### src/rtl/irq_hub_pkg.sv
package irq_hub_pkg;
  localparam int unsigned A_EN_SET   = 0;
  localparam int unsigned A_EN_CLR   = 1;
  localparam int unsigned A_PEND_SET = 2;
  localparam int unsigned A_PEND_CLR = 3;
  localparam int unsigned A_MISS     = 4;
  localparam int unsigned A_BANK     = 16;

  function automatic int unsigned flag_addr(int p);
    return A_BANK + 2 * p;
  endfunction

  function automatic int unsigned mask_addr(int p);
    return A_BANK + 2 * p + 1;
  endfunction
endpackage

### src/rtl/irq_hub_srcbank.sv
module irq_hub_srcbank #(
  parameter int SRC_W = 8
) (
  input  logic             clk,
  input  logic             rst,
  input  logic [SRC_W-1:0] evt_i,
  input  logic [SRC_W-1:0] flag_clr_i,
  input  logic             mask_we_i,
  input  logic [SRC_W-1:0] mask_d_i,
  input  logic             miss_clr_i,
  output logic [SRC_W-1:0] flag_o,
  output logic [SRC_W-1:0] mask_o,
  output logic             req_o,
  output logic             miss_o
);
  logic [SRC_W-1:0] flag_q, mask_q;
  logic             miss_q;
  logic             lost;

  // an enabled source fires again before software serviced it
  assign lost = |(evt_i & flag_q & mask_q & ~flag_clr_i);

  always_ff @(posedge clk) begin
    if (rst) begin
      flag_q <= '0;
      mask_q <= '0;
      miss_q <= 1'b0;
    end else begin
      flag_q <= (flag_q & ~flag_clr_i) | evt_i;
      if (mask_we_i) mask_q <= mask_d_i;
      miss_q <= lost | (miss_q & ~miss_clr_i);
    end
  end

  assign flag_o = flag_q;
  assign mask_o = mask_q;
  assign miss_o = miss_q;
  assign req_o  = |(flag_q & mask_q);

  AST_EVENT_KEEPS_FLAG: assert property (@(posedge clk) disable iff (rst)
    (evt_i != '0) |=> ((flag_o & $past(evt_i)) == $past(evt_i)));
  AST_IDLE_FLAG_STABLE: assert property (@(posedge clk) disable iff (rst)
    (evt_i == '0 && flag_clr_i == '0) |=> $stable(flag_o));
  AST_REPEAT_MARKS_MISS: assert property (@(posedge clk) disable iff (rst)
    ((evt_i & flag_o & mask_o & ~flag_clr_i) != '0) |=> miss_o);
endmodule

### src/rtl/irq_hub_toplatch.sv
module irq_hub_toplatch #(
  parameter int NUM_PERIPH = 4
) (
  input  logic                  clk,
  input  logic                  rst,
  input  logic [NUM_PERIPH-1:0] req_i,
  input  logic [NUM_PERIPH-1:0] pset_i,
  input  logic [NUM_PERIPH-1:0] pclr_i,
  input  logic [NUM_PERIPH-1:0] eset_i,
  input  logic [NUM_PERIPH-1:0] eclr_i,
  output logic [NUM_PERIPH-1:0] pend_o,
  output logic [NUM_PERIPH-1:0] en_o,
  output logic [NUM_PERIPH-1:0] irq_o
);
  logic [NUM_PERIPH-1:0] pend_q, en_q, irq_q;
  logic [NUM_PERIPH-1:0] pend_n, en_n;

  always_comb begin
    pend_n = (pend_q & ~pclr_i) | pset_i | req_i;
    en_n   = (en_q & ~eclr_i) | eset_i;
  end

  always_ff @(posedge clk) begin
    if (rst) begin
      pend_q <= '0;
      en_q   <= '0;
      irq_q  <= '0;
    end else begin
      pend_q <= pend_n;
      en_q   <= en_n;
      irq_q  <= pend_n & en_n;
    end
  end

  assign pend_o = pend_q;
  assign en_o   = en_q;
  assign irq_o  = irq_q;

  AST_REQ_HOLDS_PEND: assert property (@(posedge clk) disable iff (rst)
    (req_i != '0) |=> ((pend_o & $past(req_i)) == $past(req_i)));
  AST_ENSET_WINS: assert property (@(posedge clk) disable iff (rst)
    (eset_i != '0) |=> ((en_o & $past(eset_i)) == $past(eset_i)));
  AST_CLEAR_DROPS_IRQ: assert property (@(posedge clk) disable iff (rst)
    ((pclr_i & ~req_i & ~pset_i) != '0) |=>
      ((irq_o & $past(pclr_i & ~req_i & ~pset_i)) == '0));
endmodule

### src/rtl/irq_hub_rdmux.sv
module irq_hub_rdmux
  import irq_hub_pkg::*;
#(
  parameter int NUM_PERIPH = 4,
  parameter int SRC_W      = 8,
  parameter int ADDR_W     = 8,
  parameter int DATA_W     = 8
) (
  input  logic                        clk,
  input  logic                        rst,
  input  logic [ADDR_W-1:0]           addr_i,
  input  logic [NUM_PERIPH*SRC_W-1:0] flags_i,
  input  logic [NUM_PERIPH*SRC_W-1:0] masks_i,
  input  logic [NUM_PERIPH-1:0]       pend_i,
  input  logic [NUM_PERIPH-1:0]       en_i,
  input  logic [NUM_PERIPH-1:0]       miss_i,
  output logic [DATA_W-1:0]           rdata_o
);
  logic [DATA_W-1:0] sel;

  always_comb begin
    sel = '0;
    if (addr_i == ADDR_W'(A_EN_SET) || addr_i == ADDR_W'(A_EN_CLR))
      sel = DATA_W'(en_i);
    if (addr_i == ADDR_W'(A_PEND_SET) || addr_i == ADDR_W'(A_PEND_CLR))
      sel = DATA_W'(pend_i);
    if (addr_i == ADDR_W'(A_MISS))
      sel = DATA_W'(miss_i);
    for (int p = 0; p < NUM_PERIPH; p++) begin
      if (addr_i == ADDR_W'(flag_addr(p))) sel = DATA_W'(flags_i[p*SRC_W +: SRC_W]);
      if (addr_i == ADDR_W'(mask_addr(p))) sel = DATA_W'(masks_i[p*SRC_W +: SRC_W]);
    end
  end

  always_ff @(posedge clk) begin
    if (rst) rdata_o <= '0;
    else     rdata_o <= sel;
  end
endmodule

### src/rtl/irq_hub.sv
module irq_hub
  import irq_hub_pkg::*;
#(
  parameter int NUM_PERIPH = 4,
  parameter int SRC_W      = 8,
  parameter int ADDR_W     = 8,
  parameter int DATA_W     = (SRC_W > NUM_PERIPH) ? SRC_W : NUM_PERIPH
) (
  input  logic                        clk,
  input  logic                        rst,
  input  logic                        bus_we,
  input  logic [ADDR_W-1:0]           bus_addr,
  input  logic [DATA_W-1:0]           bus_wdata,
  output logic [DATA_W-1:0]           bus_rdata,
  input  logic [NUM_PERIPH*SRC_W-1:0] evt_i,
  output logic [NUM_PERIPH-1:0]       irq_o
);
  localparam int FLAT_W = NUM_PERIPH * SRC_W;

  logic [FLAT_W-1:0]     flags, masks;
  logic [NUM_PERIPH-1:0] req, miss, pend, en;
  logic [NUM_PERIPH-1:0] pset, pclr, eset, eclr;

  function automatic logic [NUM_PERIPH-1:0] w1_vec(int unsigned a, logic we,
      logic [ADDR_W-1:0] ad, logic [DATA_W-1:0] d);
    return (we && ad == ADDR_W'(a)) ? d[NUM_PERIPH-1:0] : '0;
  endfunction

  always_comb begin
    eset = w1_vec(A_EN_SET,   bus_we, bus_addr, bus_wdata);
    eclr = w1_vec(A_EN_CLR,   bus_we, bus_addr, bus_wdata);
    pset = w1_vec(A_PEND_SET, bus_we, bus_addr, bus_wdata);
    pclr = w1_vec(A_PEND_CLR, bus_we, bus_addr, bus_wdata);
  end

  for (genvar p = 0; p < NUM_PERIPH; p++) begin : g_bank
    logic [SRC_W-1:0] clr;
    logic             mwe, mclr;
    assign clr  = (bus_we && bus_addr == ADDR_W'(flag_addr(p))) ? bus_wdata[SRC_W-1:0] : '0;
    assign mwe  = bus_we && bus_addr == ADDR_W'(mask_addr(p));
    assign mclr = bus_we && bus_addr == ADDR_W'(A_MISS) && bus_wdata[p];

    irq_hub_srcbank #(.SRC_W(SRC_W)) u_bank (
      .clk       (clk),
      .rst       (rst),
      .evt_i     (evt_i[p*SRC_W +: SRC_W]),
      .flag_clr_i(clr),
      .mask_we_i (mwe),
      .mask_d_i  (bus_wdata[SRC_W-1:0]),
      .miss_clr_i(mclr),
      .flag_o    (flags[p*SRC_W +: SRC_W]),
      .mask_o    (masks[p*SRC_W +: SRC_W]),
      .req_o     (req[p]),
      .miss_o    (miss[p])
    );
  end

  irq_hub_toplatch #(.NUM_PERIPH(NUM_PERIPH)) u_top (
    .clk   (clk),
    .rst   (rst),
    .req_i (req),
    .pset_i(pset),
    .pclr_i(pclr),
    .eset_i(eset),
    .eclr_i(eclr),
    .pend_o(pend),
    .en_o  (en),
    .irq_o (irq_o)
  );

  irq_hub_rdmux #(
    .NUM_PERIPH(NUM_PERIPH), .SRC_W(SRC_W), .ADDR_W(ADDR_W), .DATA_W(DATA_W)
  ) u_rd (
    .clk    (clk),
    .rst    (rst),
    .addr_i (bus_addr),
    .flags_i(flags),
    .masks_i(masks),
    .pend_i (pend),
    .en_i   (en),
    .miss_i (miss),
    .rdata_o(bus_rdata)
  );

  AST_LATE_MASK_PROPAGATES: assert property (@(posedge clk) disable iff (rst)
    (req != '0) |=> ((pend & $past(req)) == $past(req)));
  AST_READY_IRQ_RISES: assert property (@(posedge clk) disable iff (rst)
    ((req & en & ~eclr) != '0) |=> ((irq_o & $past(req & en & ~eclr)) == $past(req & en & ~eclr)));
endmodule

### config.mk
export PLATFORM = sky130hd
export DESIGN_NAME = irq_hub
export DESIGN_NICKNAME = d
export VERILOG_FILES = /design/src/rtl/irq_hub_pkg.sv /design/src/rtl/irq_hub_srcbank.sv /design/src/rtl/irq_hub_toplatch.sv /design/src/rtl/irq_hub_rdmux.sv /design/src/rtl/irq_hub.sv
export SDC_FILE = /design/constraint.sdc
export NUM_CORES = 1
export LEC_CHECK = 0
export BUFFER_PORTS_ARGS = -buffer_cell sky130_fd_sc_hd__buf_2
export CAP_MARGIN = 0
export CORE_MARGIN = 2
export CORE_UTILIZATION = 57
export DETAILED_ROUTE_END_ITERATION = 12
export PLACE_DENSITY = 0.76
export SYNTH_ARGS = -nofsm -noshare
export SYNTH_HDL_FRONTEND = slang
export SYNTH_SLANG_ARGS = --single-unit
### constraint.sdc
create_clock -name clk -period 2.8 [get_ports clk]
set_clock_uncertainty 0.15 [all_clocks]
set_input_delay 0.7 -clock clk [delete_from_list [all_inputs] [get_ports clk]]
set_output_delay 0.7 -clock clk [all_outputs]
set_load 0.02 [all_outputs]
==> Word level (Yosys, flattened, before mapping) <==
Cells that the tools add are included.
{ "totals": {"reg_bits": 88, "latch_bits": 0, "ramBits": 0, "rom_bits": 0, "input_bits": 51, "output_inout_bits": 12, "word_cells": 123, "memories": 0} }
{ "classes": {"add_sub_neg": 0, "multipliers": 0, "div": 0, "n_lt_le_gt_ge": 0, "eq_ne": 12, "shifts": 0, "mux": 19, "bitwise_logic": 48, "n_reduce_logical": 28} }
{ "op_table": {"columns": ["operator", "count"], "rows": [
  ["$and 8x8->8", 20],
  ["$mux 8", 12],
  ["$eq 8x5->1 const B", 8],
  ["$reduce_or 8->1", 8],
  ["$not 8->8", 4],
  ["$or 8x8->8", 4],
  ["$mux 4", 7],
  ["$logic_and 1x1->1", 17],
  ["$eq 8x2->1 const B", 2],
  ["$and 4x4->4", 3],
  ["$or 4x4->4", 3],
  ["$eq 8x1->1 const B", 1],
  ["$eq 8x3->1 const B", 1],
  ["$logic_not 8->1", 1],
  ["$not 4->4", 2],
  ["$and 1x1->1", 4],
  ["$not 1->1", 4],
  ["$or 1x1->1", 4],
  ["$logic_or 1x1->1", 2]
]} }

==> Logic depth before layout (Yosys ltp) <==
Gate-level depths: netlist (run 1).
{ "logic_depth": {"word_depth": 13, "ltp_mapped": 7, "ltp_nobuf": 5} }

==> Cells and area by module <==
A second synthesis (run 1) with hierarchy kept.
{ "unflattened": {"cells_unflattened": 598, "area_unflattened_um2": 5215.0} }
{ "modules_own_cells": {"columns": ["mod", "n_inst", "cells_each", "area_per_inst_um2", "seq_area_each_um2"], "rows": [
  ["irq_hub_srcbank", 4, 77, 700.7, 340.3],
  ["irq_hub_rdmux", 1, 149, 1099.8, 160.2],
  ["irq_hub", 1, 100, 854.6, 0.0],
  ["irq_hub_toplatch", 1, 41, 457.9, 240.2]
]} }

==> Worst setup path after synthesis (run 1) <==
Ideal clock, no wire load.
{ "synth_path": {"path_kind": "in2reg", "start": "input bus_addr[5]", "end": "register g_bank[3].u_bank.mask_q[0]", "setup_time_ns": 0.128, "arrival_ns": 1.988, "required_ns": 2.522, "slack_ns": 0.534, "cell_stages": 5, "path_buffers": 0, "cell_sequence": "or4b_4 > nor3_4 > nand4_2 > mux2i_1 > nor2_1"} }
{ "synth_between": {"elab_chain_len": 2} }
{ "synth_lines": {"columns": ["element", "line_no", "source"], "rows": [
  ["from (decl)", "irq_hub.sv:12", "input logic [ADDR_W-1:0] bus_addr,"],
  ["$eq 8x5->1", "irq_hub.sv:40", "assign mwe = bus_we && bus_addr == ADDR_W'(mask_addr(p));"],
  ["$logic_and 1x1->1", "irq_hub.sv:40", null],
  ["to (signal assigned)", "irq_hub_srcbank.sv:30", "if (mask_we_i) mask_q <= mask_d_i;"],
  ["to (decl)", "irq_hub_srcbank.sv:16", "logic [SRC_W-1:0] flag_q, mask_q;"]
]} }
No other way between the ends.
A chain may end at the register's enable or synchronous reset.

==> Final worst setup path (run 1) <==
{ "layout_path": {"start": "input bus_addr[4]", "end": "register g_bank[1].u_bank.mask_q[3]"} }
{ "layout_between": {"elab_chain_len": 2} }
{ "layout_lines": {"columns": ["element", "line_no"], "rows": [
  ["$eq 8x5->1", "irq_hub.sv:40"],
  ["$logic_and 1x1->1", "irq_hub.sv:40"],
  ["to (signal assigned)", "irq_hub_srcbank.sv:30"],
  ["to (decl)", "irq_hub_srcbank.sv:16"]
]} }
No other way between the ends.

==> impl_metrics.ini, run 1 <==
[setup_path]
required_ns = 2.90
critPathArrivalTime_ns = 2.43
cp-end-kind = flop
path_max_fanout = 17
criticalPathCategory = input pin to flop
startpoint_type = input pin

[die]
pin_count = 63
die_w_um = 92.23
core_sq_mm = 0.007647
dieArea_sq_mm = 0.008505
die_height_um = 92.23
num_rows = 32
initial_core_util = 0.5802

[run_status]
outcome = finished clean

[yosys]
ys.warnings.count = 0
syn_nets = 589
yosysSeqAreaShare = 0.3971
netlist.area_leader.share = 0.3971
synth_xor_area_frac = 0
synth_compound_area_frac = 0.1898
synthMuxAreaShare = 0.1007
syn_area_per_cell_sq_um = 8.247
synthAdderAreaFrac = 0
ys_top_cells_by_count = 98 x nor2_1, 88 x dfxtp_1, 52 x a21oi_1
yosysMostFrequentCell = nor2_1
yosysUniqueCellTypes = 51
yosys-top-cells-area = dfxtp_1 40%, nor2_1 8.3%, mux2i_1 6.8%
synth-simple-area-share = 0.2710
netlist_area_sq_mm = 0.004437
synth_enable_flop_cells = 0
ys_ff_latch = 88
yosysTopAreaCell = dfxtp_1
synth_top_family_by_area = simple AND/OR/NAND/NOR gates
synthCells = 538
synth_ff_type = dfxtp_1
synth-async-reset-ratio = 0

[cells_and_area]
diodes = 0
fin_nets = 637
drive_gt1_frac = 0.1814
finalNonFillerCells = 692
syn2layout_area_growth_pct = 12.89

[drt]
drc_errors = 0
via_per_inst = 6.438
drt-total-wl_mm = 13.05
ant_nets = 0
drt_pass1_iterations = 5
wl_per_cell_um = 18.85
drt-initial-drc-count = 391
vias = 4455

[grt]
grt-ovfl-total = 0
grt_pass1_wl_mm = 20.46
track_usage = 0.3105
grt_max_degree = 44
grt_pass1_vias = 4035
grt_antenna_before_repair = 0

[clock_network]
clockBufferDepth = 2
cts-root-buf = clkbuf_8
cts_hold_buf = 0
clkTransAtPathRegs_ns = 0.08
cts-resized-gates = 0
cts_setup_buffers = 0
numCtsBuffers = 9
cts_tree = built
htree_num_levels = 3
clock_latency_ns = 0.36
clkSinkCount = 88

[power_and_ir_drop]
peakVddDrop_uv = 301.6
powerDensity_mw_per_mm2 = 483.3
leakagePower_nw = 2.026

[placement]
dp.cells = 677
place.port_buffers = 62
dp_hpwl_mm = 9.330
gp_congestion = 0.9592

[sta]
slew_headroom = 0.6172
setup_viol = 0
setup_tns_ns = 0
max_slew.worst_pin.slew_ns = 0.5742
finalMaxSlewViolations = 0
hold_viol_final = 0
period_minus_slack_ns = 2.333
max_freq_mhz = 428.7
period_share = 0.8330
rsz0062_at_grt = false

[job]
cap_violations = 0

[hold_path]
hold_class = flop to flop
stage by stage:
step	worst slack, ns	util	hold slack (ns)	instance area [sq um]	total power (W)
floorplan	0.5343	-	0.3114	4437	0.001472
global placement	0.1961	0.6306	0.3337	4822	0.001572
detailed placement	0.1170	0.6306	0.3539	4822	0.001578
CTS	0.4984	0.6549	0.3725	5009	0.002419
global route	0.3408	0.6549	0.4130	5009	0.002492
finish	0.4675	0.6549	0.3670	5009	0.002421
worst paths after layout:
check | startpoint | end | slack, ns | cells past startpoint
setup / recovery | bus_addr[4] | g_bank[1].u_bank.mask_o[3] | 0.47 | 6
hold / removal | u_top.en_o[3] | u_top.en_o[3] | 0.37 | 2
setup reg to reg | g_bank[2].u_bank.flag_o[6] | u_top.irq_o[2] | 1.09 | 5
hold reg to reg | u_top.en_o[3] | u_top.en_o[3] | 0.37 | 2
sequential cells by signal (all words and copies together), names as in the netlist:
| register | flops |
|---|---|
| u_top.irq_o | 4 |
| g_bank.u_bank.miss_o | 4 |
| u_rd.rdata_o | 8 |
| u_top.pend_o | 4 |
| g_bank.u_bank.mask_o | 32 |
| g_bank.u_bank.flag_o | 32 |
| u_top.en_o | 4 |
cell families after synthesis:
group | count (synthesis)
AOI/OAI and AO/OA | 130
buffers and inverters | 43
DFF | 88
muxes | 37
and+or+nand+nor | 240
report_power, final:
part	internal [W]	switching (W)
logic	0.0000832	0.000148
registers	0.00129	0.0000399
clock network	0.000408	0.000456
total	0.00178	0.000644
layer usage:
metal	wire (um)	GRT usage	part of all wire	up-vias
li1	-	-	-	2068
met1	5626	0.4383	0.43	2084
met2	5826	0.4786	0.45	261
met3	1179	0.04355	0.090	42
met4	412	0.1294	0.032	0
met5	0	0	0	-
final cells by class:
class / instances / area [sq um]
fillers: 674 / 2639
flip-flops and latches: 88 / 1762
inverters: 6 / 22.52
multi-input cells: 407 / 2497
well taps: 102 / 127.6
clock buffers: 10 / 127.6
repair buffers: 74 / 412.9
clock inverters: 5 / 58.81
cells in the final DEF, fill, tap and decap left out, types with 4 or more instances in the layout:
master	Yosys	final
dfxtp_1	88	88
a21oi_1	52	52
a22o_1	4	4
nand2_1	41	41
mux2i_1	30	30
a211oi_1	10	10
a22oi_1	11	11
nor2b_1	4	4
and2_1	6	6
nand4b_1	9	9
nor3_1	13	13
nor2_1	98	98
nand3_1	38	38
mux4_2	6	6
o21ai_0	6	6
nand4_1	9	9
buf_2	9	62
buf_4	1	11
a41oi_1	4	4
clkbuf_8	0	9
a221oi_1	5	5
o22ai_1	23	23
inv_1	6	6
worst max-delay path, stage by stage:
cell and delay [ns]:
buf_2 0.21, or4b_4 0.55, nor3_4 0.28, nand4_2 0.35
mux2i_1 0.28, nor2_1 0.06
(Power assumes the default switching activity.)
==> run 2, diff against run 1 <==
--- a/config.mk
+++ b/config.mk
@@ -8,9 +8,9 @@
 export BUFFER_PORTS_ARGS = -buffer_cell sky130_fd_sc_hd__buf_2
 export CAP_MARGIN = 0
 export CORE_MARGIN = 2
-export CORE_UTILIZATION = 57
+export CORE_UTILIZATION = 52
 export DETAILED_ROUTE_END_ITERATION = 12
-export PLACE_DENSITY = 0.76
+export PLACE_DENSITY = 0.73
 export SYNTH_ARGS = -nofsm -noshare
 export SYNTH_HDL_FRONTEND = slang
 export SYNTH_SLANG_ARGS = --single-unit
==> constraint.sdc (replaced) <==
create_clock -name clk -period 2 [get_ports clk]
set_clock_uncertainty 0.15 [all_clocks]
set_input_delay 0.5 -clock clk [delete_from_list [all_inputs] [get_ports clk]]
set_output_delay 0.5 -clock clk [all_outputs]
set_load 0.02 [all_outputs]
==> impl_metrics.ini, run 2 (same netlist as run 1, synthesis figures left out) <==
[run_status]
outcome = finished clean

[power_and_ir_drop]
powerDensity_mw_per_mm2 = 670.7
leakagePower_nw = 2.262
peakVddDrop_uv = 391.2
report.power.total_w = 0.003633

[drt]
drt-initial-drc-count = 418
vias = 4664
route.met3.wl_mm = 1.414
wl_per_cell_um = 18.92
ant_nets = 0
highest_layer = met4
via_per_inst = 6.346
drt-total-wl_mm = 13.91
drt_pass1_iterations = 5
drc_errors = 0
wl_met1_mm = 5.814
wl_met2_mm = 6.182

[cells_and_area]
layout_common_cells = 98 x nor2_1, 88 x dfxtp_1, 62 x buf_2, 52 x a21oi_1, 45 x buf_4
fin_nets = 676
layout_commonest_cell = nor2_1
drive_gt1_frac = 0.2365
postLayoutCoreUtil = 0.6559
diodes = 0
syn2layout_area_growth_pct = 22.08

[die]
die_w_um = 96.37
initial_core_util = 0.5373
die_height_um = 96.37
num_rows = 33
core_sq_mm = 0.008258
dieArea_sq_mm = 0.009287
pin_count = 63

[sta]
finalMaxSlewViolations = 0
setup_viol = 0
max_freq_mhz = 536.5
max_slew.worst_pin.slew_ns = 0.5648
hold_viol_final = 0
period_share = 0.9319
setup_ws_ns = 0.1362
slew_headroom = 0.6235
period_minus_slack_ns = 1.864
rsz0062_at_grt = false

[grt]
grt_pass1_vias = 4303
grt_antenna_before_repair = 0
grt_max_degree = 41
grt_pass1_wl_mm = 21.82
track_usage = 0.3109
grt-ovfl-total = 0

[placement]
gp_congestion = 0.9705
place_ws_ns = -0.2480
place.port_buffers = 62
dp_hpwl_mm = 10.02

[setup_path]
cp-end-kind = flop
required_ns = 2.11
startpoint_type = input pin
critPathArrivalTime_ns = 1.97
path_max_fanout = 8
criticalPathCategory = input pin to flop

[job]
cap_violations = 0

[hold_path]
hold_class = input pin to flop

[clock_network]
numCtsBuffers = 9
clkTransAtPathRegs_ns = 0.10
clock_latency_ns = 0.37
cts-root-buf = clkbuf_8
clockBufferDepth = 2
cts-resized-gates = 0
cts_hold_buf = 0
clkSinkCount = 88
cts_setup_buffers = 0
htree_num_levels = 3
cts_tree = built
## run 2: cell count changes in the layout (fill, tap and decap cells not counted), sizes merged
cell      before  now
bufinv         1    2
clkbuf        10    9
inv            6    9
buf           74  113
clkinvlp       2    0
## run 2: where the power goes
part	internal [W]	leakage, nW	total [W]	switching, W
registers	0.00180	0.719	0.00186	0.0000554
logic	0.000153	1.43	0.000377	0.000223
clock network	0.000717	0.115	0.00140	0.000684
## run 2: final cells by class
cell class / instances / area [sq um]
Fill cell: 712 / 2841
Multi-Input combinational cell: 407 / 2509
Sequential cell: 88 / 1762
Timing Repair Buffer: 113 / 768.2
Tap cell: 105 / 131.4
Clock buffer: 9 / 123.9
Clock inverter: 7 / 100.1
Inverter: 6 / 22.52
## run 2: critical path, cell delays in order
cell and delay (ns):
buf_2 0.10, or4b_4 0.58, nor3_4 0.22, nand4_4 0.26, mux2i_1 0.25, nor2_1 0.06
## run 2: layer usage
| metal | up-vias | GRT usage |
|---|---|---|
| met4 | 0 | 0.1526 |
| met1 | 2170 | 0.4203 |
| met3 | 50 | 0.06439 |
| met2 | 293 | 0.4734 |
| met5 | - | 0 |
| li1 | 2151 | - |
## run 2: metrics by stage
stage	hold WS, ns	std cells	cell area (sq um)	setup TNS (ns)
4_1_cts	0.1879	735	5416	0
2_1_floorplan	0.3114	538	4454	-0.9712
3_5_place_dp	0.3549	719	5192	-10.98
3_3_place_gp	0.3386	719	5192	-9.703
5_1_grt	0.2000	735	5416	0
6_report	0.1895	735	5416	0
## run 2: final timing paths
check | startpoint | endpoint | slack, ns | depth (start not counted)
setup / recovery | bus_addr[5] | g_bank[3].u_bank.mask_o[2] | 0.14 | 6
setup reg to reg | g_bank[2].u_bank.flag_o[6] | u_top.irq_o[2] | 0.29 | 5
hold / removal | evt_i[1] | g_bank[0].u_bank.flag_o[1] | 0.19 | 3
hold reg to reg | u_top.en_o[3] | u_top.en_o[3] | 0.38 | 2
==> run 3, diff against run 2 <==
--- a/config.mk
+++ b/config.mk
@@ -8,9 +8,9 @@
 export BUFFER_PORTS_ARGS = -buffer_cell sky130_fd_sc_hd__buf_2
 export CAP_MARGIN = 0
 export CORE_MARGIN = 2
-export CORE_UTILIZATION = 52
+export CORE_UTILIZATION = 57
 export DETAILED_ROUTE_END_ITERATION = 12
-export PLACE_DENSITY = 0.73
+export PLACE_DENSITY = 0.76
 export SYNTH_ARGS = -nofsm -noshare
 export SYNTH_HDL_FRONTEND = slang
 export SYNTH_SLANG_ARGS = --single-unit
==> constraint.sdc (replaced) <==
create_clock -name clk -period 1.8 [get_ports clk]
set_clock_uncertainty 0.15 [all_clocks]
set_input_delay 0.45 -clock clk [delete_from_list [all_inputs] [get_ports clk]]
set_output_delay 0.45 -clock clk [all_outputs]
set_load 0.02 [all_outputs]
==> impl_metrics.ini, run 3 (same netlist as run 1, synthesis figures left out) <==
[grt]
grt_antenna_before_repair = 0
grt_pass1_vias = 4441
grt_max_degree = 42
grt_pass1_wl_mm = 22.77
track_usage = 0.3446
grt-ovfl-total = 0

[clock_network]
cts_hold_buf = 0
clockBufferDepth = 2
clock_latency_ns = 0.37
htree_num_levels = 3
numCtsBuffers = 9
clkTransAtPathRegs_ns = 0.09
cts-root-buf = clkbuf_8
cts_tree = built
clkSinkCount = 88

[setup_path]
criticalPathCategory = input pin to flop
cp-end-kind = flop
critPathArrivalTime_ns = 1.96
reg2reg_from = g_bank[0].u_bank.flag_o[6]
r2r_cells = 5
path_max_fanout = 8
required_ns = 1.91
ff2ff_setup_slack_ns = 0.19
crit_path_end = g_bank[3].u_bank.mask_o[7]
path_cells = buf_6, or4b_4, nor3_4, nand4_4, mux2i_1, nor2_1
startpoint = bus_addr[5]
startpoint_type = input pin
r2r_end = u_top.irq_o[0]
cpPeakStageDelay_ns = 0.58
slowest_stage = or4b_4

[hold_path]
hold_class = input pin to flop

[cells_and_area]
syn2layout_area_growth_pct = 26.20
postLayoutCoreUtil = 0.7322
diodes = 0
fin_nets = 695
finalNonFillerCells = 749
layout_commonest_cell = nor2_1
fill_cells = 608
drive_gt1_frac = 0.2736
layout_common_cells = 97 x nor2_1, 88 x dfxtp_1, 63 x buf_4, 60 x buf_2, 52 x a21oi_1

[run_status]
violations = negative setup slack
outcome = finished, violations left

[power_and_ir_drop]
pwr-share-comb = 0.119
internal_power_w = 0.002819
report.power.total_w = 0.003855
seqPwrFrac = 0.535
swShare = 0.2686
peakVddDrop_uv = 484.4
powerDensity_mw_per_mm2 = 688.5
p_clk_frac = 0.347
leakagePower_nw = 2.343
p_switching_w = 0.001036

[drt]
ant_nets = 0
drc_errors = 0
drt_pass1_iterations = 7
drt-total-wl_mm = 14.32
wl_per_cell_um = 19.12
vias = 4750
via_per_inst = 6.342
drt-initial-drc-count = 406

[sta]
setup_viol = 7
setup_ws_ns = -0.04324
rsz0062_at_grt = true
hold_viol_final = 0
max_slew.worst_pin.slew_ns = 0.3637
setup_tns_ns = -0.09425
period_share = 1.024
finalMaxSlewViolations = 0
period_minus_slack_ns = 1.843
max_freq_mhz = 542.5
slew_headroom = 0.7575

[job]
cap_violations = 0

[die]
num_rows = 32
pin_count = 63
core_sq_mm = 0.007647
die_height_um = 92.23
dieArea_sq_mm = 0.008505
die_w_um = 92.23
initial_core_util = 0.5802

[placement]
dp_hpwl_mm = 10.22
place.port_buffers = 62
dp.cells = 732
gp_congestion = 0.9964
run 3: cell count changes in the layout (fill, tap and decap cells not counted), sizes merged:
cell | previous run | this run
inv | 9 | 6
clkinvlp | 0 | 1
buf | 113 | 131
bufinv | 2 | 1
clkbuf | 9 | 11
run 3: area by class of cell:
cell class | instances | area (sq um) | share of cell area
clock buffers | 10 | 127.6 | 0.02279
flip-flops and latches | 88 | 1762 | 0.3146
well taps | 102 | 127.6 | 0.02279
multi-input cells | 407 | 2589 | 0.4623
repair buffers | 132 | 923.4 | 0.1649
clock inverters | 4 | 47.55 | 0.008492
inverters | 6 | 22.52 | 0.004022
run 3: per-layer routing:
metal	share of wire	global-route usage	wire, um	vias up
met5	0	0	0	-
met4	0.031	0.1070	441	0
met3	0.11	0.08463	1547	45
met2	0.46	0.5490	6523	329
met1	0.41	0.4632	5808	2189
li1	-	-	-	2187
run 3: how the worst min path moves through the flow:
stage	end	slack (ns)	cells past startpoint	startpoint
2_1_floorplan	u_top.en_o[3]	0.31	2	u_top.en_o[3]
3_3_place_gp	u_top.en_o[3]	0.34	2	u_top.en_o[3]
3_5_place_dp	u_top.en_o[3]	0.35	2	u_top.en_o[3]
4_1_cts	g_bank[1].u_bank.flag_o[1]	0.15	3	evt_i[9]
5_1_grt	g_bank[0].u_bank.flag_o[3]	0.15	3	evt_i[3]
6_report	g_bank[1].u_bank.flag_o[1]	0.15	3	evt_i[9]
run 3: worst max-delay path: cells and delay by family:
kind | cells | cell delay [ns]
buf+inv | 1 | 0.09
mux | 1 | 0.26
simple gates | 4 | 1.15
run 3: power by group through the flow:
stage          Sequential, W  Clock (W)  Combinational [W]
2_1_floorplan        0.00209          0           0.000206
3_5_place_dp         0.00210          0           0.000435
5_1_grt              0.00207    0.00142           0.000485
6_report             0.00206    0.00134           0.000457
4_1_cts              0.00206    0.00133           0.000439
3_3_place_gp         0.00210          0           0.000428
run 3: what timing repair did:
action                                  4_1_cts  5_1_grt
pin swaps                                     0       11
resized for setup                             3       13
endpoints found under the setup margin        5       42
setup buffers                                 1        2
run 3: stage by stage:
| step | setup WS [ns] | area, sq um | hold slack (ns) |
|---|---|---|---|
| 5_1_grt | -0.07814 | 5599 | 0.1523 |
| 3_3_place_gp | -0.4139 | 5323 | 0.3376 |
| 4_1_cts | -0.01047 | 5523 | 0.1476 |
| 2_1_floorplan | -0.2034 | 4469 | 0.3114 |
| 6_report | -0.04324 | 5599 | 0.1520 |
| 3_5_place_dp | -0.4203 | 5323 | 0.3498 |
